`src/rtl/dcf_pkg.sv`:
```
package dcf_pkg;
   localparam int unsigned DEF_ADDR_W = 16;
   localparam int unsigned DEF_DATA_W = 32;
   localparam int unsigned DEF_RAM_W  = 28;

   // read-source decode
   typedef enum logic [2:0] {
      SRC_NONE = 3'd0,
      SRC_RAM  = 3'd1,
      SRC_RUN  = 3'd2,
      SRC_STAT = 3'd3,
      SRC_MASK = 3'd4
   } rd_src_e;
endpackage

```
`src/rtl/dcf_wr_pipe.sv`:
```
module dcf_wr_pipe #(
   parameter int unsigned IDX_W  = 6,
   parameter int unsigned RAM_W  = 28,
   parameter int unsigned STAGES = 2
) (
   input  logic             clk,
   input  logic             rst_n,
   input  logic             push,
   input  logic [IDX_W-1:0] push_idx,
   input  logic [RAM_W-1:0] push_dat,
   output logic             commit,
   output logic [IDX_W-1:0] commit_idx,
   output logic [RAM_W-1:0] commit_dat
);
   logic [STAGES-1:0] vld_q;
   logic [IDX_W-1:0]  idx_q [STAGES];
   logic [RAM_W-1:0]  dat_q [STAGES];

   generate
      if (STAGES == 1) begin : g_single
         always_ff @(posedge clk or negedge rst_n) begin
            if (!rst_n) begin
               vld_q    <= '0;
               idx_q[0] <= '0;
               dat_q[0] <= '0;
            end else if (push) begin
               vld_q    <= 1'b1;
               idx_q[0] <= push_idx;
               dat_q[0] <= push_dat;
            end
         end
      end else begin : g_chain
         always_ff @(posedge clk or negedge rst_n) begin
            if (!rst_n) begin
               vld_q <= '0;
               for (int s = 0; s < STAGES; s++) begin
                  idx_q[s] <= '0;
                  dat_q[s] <= '0;
               end
            end else if (push) begin
               vld_q    <= {vld_q[STAGES-2:0], 1'b1};
               idx_q[0] <= push_idx;
               dat_q[0] <= push_dat;
               for (int s = 1; s < STAGES; s++) begin
                  idx_q[s] <= idx_q[s-1];
                  dat_q[s] <= dat_q[s-1];
               end
            end
         end
      end
   endgenerate

   // the oldest entry leaves for memory when a new write arrives
   assign commit     = push & vld_q[STAGES-1];
   assign commit_idx = idx_q[STAGES-1];
   assign commit_dat = dat_q[STAGES-1];
endmodule

```
`src/rtl/dcf_data_ram.sv`:
```
module dcf_data_ram #(
   parameter int unsigned DEPTH = 63,
   parameter int unsigned IDX_W = 6,
   parameter int unsigned RAM_W = 28
) (
   input  logic             clk,
   input  logic             rst_n,
   input  logic             we,
   input  logic [IDX_W-1:0] widx,
   input  logic [RAM_W-1:0] wdat,
   input  logic [IDX_W-1:0] ridx,
   output logic [RAM_W-1:0] rdat
);
   logic [RAM_W-1:0] word_q [DEPTH];

   always_ff @(posedge clk or negedge rst_n) begin
      if (!rst_n) begin
         for (int i = 0; i < DEPTH; i++) word_q[i] <= '0;
      end else if (we) begin
         word_q[widx] <= wdat;
      end
   end

   assign rdat = word_q[ridx];
endmodule

```
`src/rtl/dcf_pacer.sv`:
```
module dcf_pacer #(
   parameter int unsigned PERIOD_CYC = 31250
) (
   input  logic clk,
   input  logic rst_n,
   input  logic run_on,
   output logic done
);
   localparam int unsigned CNT_W = $clog2(PERIOD_CYC + 1);
   localparam logic [CNT_W-1:0] LAST = CNT_W'(PERIOD_CYC - 1);

   logic [CNT_W-1:0] cnt_q;

   always_ff @(posedge clk or negedge rst_n) begin
      if (!rst_n)              cnt_q <= '0;
      else if (!run_on)        cnt_q <= '0;
      else if (cnt_q == LAST)  cnt_q <= '0;
      else                     cnt_q <= cnt_q + 1'b1;
   end

   assign done = run_on && (cnt_q == LAST);
endmodule

```
`src/rtl/dcf_irq.sv`:
```
module dcf_irq (
   input  logic clk,
   input  logic rst_n,
   input  logic done,
   input  logic clr,
   input  logic mask_bit,
   output logic flag,
   output logic irq_n
);
   always_ff @(posedge clk or negedge rst_n) begin
      if (!rst_n)     flag <= 1'b0;
      else if (done)  flag <= 1'b1;   // a new completion wins over a clear
      else if (clr)   flag <= 1'b0;
   end

   assign irq_n = ~(flag & mask_bit);
endmodule

```
`src/rtl/dsp_ctl_front.sv`:
```
module dsp_ctl_front
   import dcf_pkg::*;
#(
   parameter int unsigned ADDR_W     = DEF_ADDR_W,
   parameter int unsigned DATA_W     = DEF_DATA_W,
   parameter int unsigned RAM_W      = DEF_RAM_W,
   parameter int unsigned RUN_W      = 16,
   parameter int unsigned PIPE_DEPTH = 2,
   parameter int unsigned READY_BIT  = 17,
   parameter int unsigned PERIOD_CYC = 31250,
   parameter logic [ADDR_W-1:0] RAM_BASE  = 16'h4380,
   parameter logic [ADDR_W-1:0] RAM_LAST  = 16'h43BE,
   parameter logic [ADDR_W-1:0] RUN_ADDR  = 16'hE228,
   parameter logic [ADDR_W-1:0] STAT_ADDR = 16'hE502,
   parameter logic [ADDR_W-1:0] MASK_ADDR = 16'hE50A
) (
   input  logic              clk,
   input  logic              rst_n,
   input  logic [ADDR_W-1:0] host_addr,
   input  logic [DATA_W-1:0] host_wdata,
   input  logic              host_wr,
   input  logic              host_rd,
   output logic [DATA_W-1:0] host_rdata,
   output logic              irq_n,
   output logic              eng_running
);
   localparam int unsigned DEPTH = int'(RAM_LAST - RAM_BASE) + 1;
   localparam int unsigned IDX_W = (DEPTH > 1) ? $clog2(DEPTH) : 1;

   generate
      if (RAM_LAST < RAM_BASE) begin : g_bad_range
         $error("coefficient region end lies below its base");
      end
      if (RAM_W > DATA_W) begin : g_bad_width
         $error("memory word wider than the host bus");
      end
      if (READY_BIT >= DATA_W || RUN_W > DATA_W) begin : g_bad_field
         $error("status or run field outside the host bus");
      end
      if (PIPE_DEPTH < 1 || PERIOD_CYC < 2) begin : g_bad_timing
         $error("pipeline depth or pass period too small");
      end
   endgenerate

   // address decode
   logic              ram_hit;
   logic [ADDR_W-1:0] ram_off;
   logic [IDX_W-1:0]  ram_idx;
   rd_src_e           src;

   assign ram_hit = (host_addr >= RAM_BASE) && (host_addr <= RAM_LAST);
   assign ram_off = host_addr - RAM_BASE;
   assign ram_idx = ram_off[IDX_W-1:0];

   always_comb begin
      if (ram_hit)                     src = SRC_RAM;
      else if (host_addr == RUN_ADDR)  src = SRC_RUN;
      else if (host_addr == STAT_ADDR) src = SRC_STAT;
      else if (host_addr == MASK_ADDR) src = SRC_MASK;
      else                             src = SRC_NONE;
   end

   // control registers
   logic [RUN_W-1:0]  run_q;
   logic [DATA_W-1:0] mask_q;
   logic              run_on;

   always_ff @(posedge clk or negedge rst_n) begin
      if (!rst_n) begin
         run_q  <= '0;
         mask_q <= '0;
      end else if (host_wr) begin
         if (src == SRC_RUN)  run_q  <= host_wdata[RUN_W-1:0];
         if (src == SRC_MASK) mask_q <= host_wdata;
      end
   end

   assign run_on      = run_q[0];
   assign eng_running = run_on;

   // coefficient write path
   logic             commit_en;
   logic [IDX_W-1:0] commit_idx;
   logic [RAM_W-1:0] commit_dat;
   logic [RAM_W-1:0] ram_rdat;

   dcf_wr_pipe #(.IDX_W(IDX_W), .RAM_W(RAM_W), .STAGES(PIPE_DEPTH)) u_pipe (
      .clk        (clk),
      .rst_n      (rst_n),
      .push       (host_wr && ram_hit),
      .push_idx   (ram_idx),
      .push_dat   (host_wdata[RAM_W-1:0]),
      .commit     (commit_en),
      .commit_idx (commit_idx),
      .commit_dat (commit_dat)
   );

   dcf_data_ram #(.DEPTH(DEPTH), .IDX_W(IDX_W), .RAM_W(RAM_W)) u_ram (
      .clk   (clk),
      .rst_n (rst_n),
      .we    (commit_en),
      .widx  (commit_idx),
      .wdat  (commit_dat),
      .ridx  (ram_idx),
      .rdat  (ram_rdat)
   );

   // engine pacing and completion
   logic done_pulse;
   logic ready_q;
   logic clr_req;

   dcf_pacer #(.PERIOD_CYC(PERIOD_CYC)) u_pacer (
      .clk    (clk),
      .rst_n  (rst_n),
      .run_on (run_on),
      .done   (done_pulse)
   );

   assign clr_req = host_wr && (src == SRC_STAT) && host_wdata[READY_BIT];

   dcf_irq u_irq (
      .clk      (clk),
      .rst_n    (rst_n),
      .done     (done_pulse),
      .clr      (clr_req),
      .mask_bit (mask_q[READY_BIT]),
      .flag     (ready_q),
      .irq_n    (irq_n)
   );

   // registered read port
   always_ff @(posedge clk or negedge rst_n) begin
      if (!rst_n) begin
         host_rdata <= '0;
      end else if (host_rd) begin
         unique case (src)
            SRC_RAM:  host_rdata <= DATA_W'(ram_rdat);
            SRC_RUN:  host_rdata <= DATA_W'(run_q);
            SRC_STAT: host_rdata <= DATA_W'(ready_q) << READY_BIT;
            SRC_MASK: host_rdata <= mask_q;
            default:  host_rdata <= '0;
         endcase
      end
   end
endmodule

```
`config.mk`:
```
export PLATFORM = sky130hd
export DESIGN_NAME = dsp_ctl_front
export DESIGN_NICKNAME = d
export VERILOG_FILES = /design/src/rtl/dcf_pkg.sv /design/src/rtl/dcf_wr_pipe.sv /design/src/rtl/dcf_data_ram.sv /design/src/rtl/dcf_pacer.sv /design/src/rtl/dcf_irq.sv /design/src/rtl/dsp_ctl_front.sv
export SDC_FILE = /design/constraint.sdc
export NUM_CORES = 2
export LEC_CHECK = 0
export ABC_AREA = 1
export BUFFER_PORTS_ARGS = -buffer_cell sky130_fd_sc_hd__buf_2
export CAP_MARGIN = 20
export CELL_PAD_IN_SITES_DETAIL_PLACEMENT = 1
export CELL_PAD_IN_SITES_GLOBAL_PLACEMENT = 1
export CORE_ASPECT_RATIO = 0.6
export CORE_UTILIZATION = 48
export DETAILED_ROUTE_END_ITERATION = 8
export PLACE_DENSITY = 0.82
export SLEW_MARGIN = 10
export SYNTH_ARGS = -nofsm -noshare
export SYNTH_HDL_FRONTEND = slang
export SYNTH_SLANG_ARGS = --single-unit
```
`constraint.sdc`:
```
create_clock -name clk -period 2.05 [get_ports clk]
set_input_delay 0.41 -clock clk [delete_from_list [all_inputs] [get_ports clk]]
set_output_delay 0.41 -clock clk [all_outputs]
set_load 0.005 [all_outputs]
```
==> results by group <==
Worst setup path
  – CP arrival: 2.82 ns
  – CP endpoint kind: register
  – Worst setup SP type: register
  – Worst Path Max Fanout: 56
  – Worst path slowest cell: dfrtp_1
  – Top delay family on crit path: simple AND/OR/NAND/NOR gates
  – Worst path max stage delay: 0.44 ns
  – WS Path Type: reg -> reg
  – CP cell instances: nor2_1 -> nand2_1 -> nor2_1 -> nand2_2 -> buf_12 -> nand2_1 -> o21ai_0
  – Crit path buffers/inverters: 1
  – Critical Path RT: 2.73 ns

Floorplanning
  – Die footprint: 0.185 mm2
  – Die Span X: 554 um
  – I/O pin total: 86
  – Core Box Area: 0.182 mm2
  – Starting density of the core: 48.4%
  – Std-Cell Rows: 121
  – Die span in y: 333 um

Clock tree
  – Clk pin slew, worst setup/hold paths: 0.07 ns
  – Clk sinks: 1,930
  – # H-tree levels: 4
  – CTS tree: yes
  – Num CTS Buffers: 190
  – Worst skew pair latency: 0.87 ns
  – CTS Buffer Depth: 4
  – Root Driver: clkbuf_16

Detailed routing
  – DR iter-0 viols: 10.9k
  – Drt drc: 0
  – Routed WL per cell: 27.4 um
  – Pre-Repair DR Iteration Count: 8
  – Via count: 84.9k
  – Final ANT Viol Nets: 0
  – Detailed-route vias per instance: 6.12
  – Final wirelength: 380,000 um

Timing
  – Finish-stage setup viols: 95
  – Final min period: 2.14 ns
  – Final-report hold violation count: 0
  – RSZ-0062 raised after global routing: yes
  – Clock skew: 0.0493 ns
  – Max Slew Vio Count: 0
  – Rel. slew slack: 42.4%
  – Final WS setup: -0.0860 ns
  – Peak Freq: 468 MHz
  – Tcrit/Tclk final: 104%
  – Slew at the pin with the worst max-slew slack: 0.863 ns

Final layout
  – Area growth syn-to-layout: 18.6%
  – Most common cell after layout, fill and taps aside: nand2_1
  – Share of layout cells above drive strength 1: 12.8%
  – Fin util: 57.4%
  – Commonest non-fill, non-tap cells in the layout: 4,059 x nand2_1, 1,928 x dfrtp_1, 1,319 x o21ai_1, 849 x nand3_1, 604 x inv_1
  – Final nets: 11.4k

Power and ir drop
  – Power density cells: 784 mW/mm2
  – Total power: 81.7 mW
  – Leakage power: 49.4 nW
  – Peak supply drop: 0.644 mV

Logic synthesis
  – Synthesized Nets: 11.2k
  – Mapped Area: 0.0878 mm2
  – Sequential area share after synthesis: 55.0%
  – Mapped Cells: 11.1k
  – Avg Synthesized Cell Area: 7.90 um2
  – Flops & latches, synth: 1,930
  – Yosys cell types: 33
  – Yosys Warn Count: 0

Global route
  – Vias in the first global route: 88.6k
  – Gr usage total: 41.1%
  – Grt ovf: 0
  – Global-route wire length before repair: 571,000 um
  – Antenna violations before repair: 26
  – Largest net degree at the start of global routing: 129

Flow run
  – MaxCap Viol Count: 0

Place
  – GP Congestion: 0.985
  – Port bufs: 85
  – Dpl ws: -1.06 ns
  – Post-DP HPWL: 249,000 um

Outcome
  – Violated checks: setup timing
  – Status: finished with violations

Hold path
  – Hold crit path type: in -> reg
-- routing by layer --
| metal | global-route usage [%] | share of wire, % |
|---|---|---|
| met2 | 59.6 | 42 |
| met4 | 18.2 | 4.8 |
| met3 | 14.6 | 13 |
| met1 | 55.4 | 40 |
| met5 | 0 | 0.036 |
-- power by group --
part | total, mW | internal, mW | leakage [nW] | switching [mW]
clock | 36.3 | 20.3 | 3.08 | 16.0
sequential | 38.1 | 38.1 | 26.8 | 0.0215
combinational | 7.27 | 2.10 | 19.5 | 5.17
-- stage by stage --
step	std cells	hold WS [ns]	setup TNS, ns	area (um2)
after floorplan	11100	0.114	0	87800
after global placement	13500	0.432	-862.41	97400
after detailed placement	13500	0.447	-1065.19	97400
after CTS	13900	0.0483	0	104000
after global routing	13900	0.0905	-5.88	104000
final	13900	0.0905	-2.84	104000
-- area by class of cell --
cell class / count / area (um2)
timing repair buffer: 929 / 10700
multi-input combinational: 7645 / 33600
sequential: 1930 / 48300
clock buffer: 275 / 5600
antenna: 4 / 10.0
inverter: 640 / 2430
clock inverter: 53 / 592
fill: 21400 / 77400
tap: 2398 / 3000
-- worst min-delay path: stages --
cell and delay, ns:
buf_2 0.11, buf_4 0.24, nand2_1 0.12, nand2_1 0.04
-- worst paths after layout --
check,startpoint,slack (ns),cells after the start,to
setup reg to reg,u_pipe.commit_idx[1],-0.09,7,u_ram.word_q[1067]
hold reg to reg,u_pipe.vld_q[0],0.48,2,u_pipe.vld_q[0]
hold / removal,host_rd,0.09,4,host_rdata[5]
setup / recovery,u_pipe.commit_idx[1],-0.09,7,u_ram.word_q[1067]
max in group asynchronous,rst_n,0.82,4,mask_q[31]
min in group asynchronous,rst_n,0.30,3,u_ram.word_q[1669]
-- what timing repair did --
| action | 4_1_cts | 5_1_grt |
|---|---|---|
| hold endpoints to repair | 862 | 0 |
| hold buffers | 33 | 0 |
| pin swaps | 1 | 2 |
| endpoints found under the setup margin | 18 | 206 |
| gates resized for setup | 6 | 40 |
| setup buffers | 3 | 7 |
-- flip-flops by register name, summed over array words and instances (netlist names) --
| register | cells |
|---|---|
| host_rdata | 32 |
| mask_q | 32 |
| run_q | 16 |
| u_irq.flag | 1 |
| u_pacer.cnt_q | 15 |
| u_pipe.commit_dat | 28 |
| u_pipe.commit_idx | 6 |
| u_pipe.dat_q | 28 |
| u_pipe.idx_q | 6 |
| u_pipe.vld_q | 2 |
| u_ram.word_q | 1764 |
-- synth_stat cells (all sizes together) --
cell type | instances | area, um2
a221oi | 1 | 8.76
nor3 | 9 | 45.0
nor3b | 2 | 15.0
buf | 432 | 2110
a31oi | 26 | 163
xor2 | 3 | 26.3
clkbuf | 473 | 1780
nor2 | 304 | 1160
a41oi | 1 | 16.3
o22ai | 1 | 6.26
or2 | 137 | 857
nand2 | 4135 | 15500
nand3 | 859 | 4300
nand4 | 6 | 37.5
nor4 | 3 | 18.8
o211ai | 82 | 616
mux2 | 4 | 45.0
o221ai | 1 | 8.76
a21oi | 208 | 1040
o21ai | 1861 | 9310
dfrtp | 1930 | 48300
inv | 612 | 2300
ha | 2 | 25.0
clkinv | 28 | 105
-- cells by family after synthesis --
group	Yosys count	share of synthesized area, %
AND/OR/NAND/NOR	5455	25.0
flip-flops	1930	55.0
adder cells (fa/ha/maj)	2	0.0285
multiplexers	4	0.0513
AO/OA/AOI/OAI	2181	12.7
buffers and inverters	1545	7.16
XOR/XNOR	3	0.0299
Note: power is estimated with default switching activity, not from simulation.
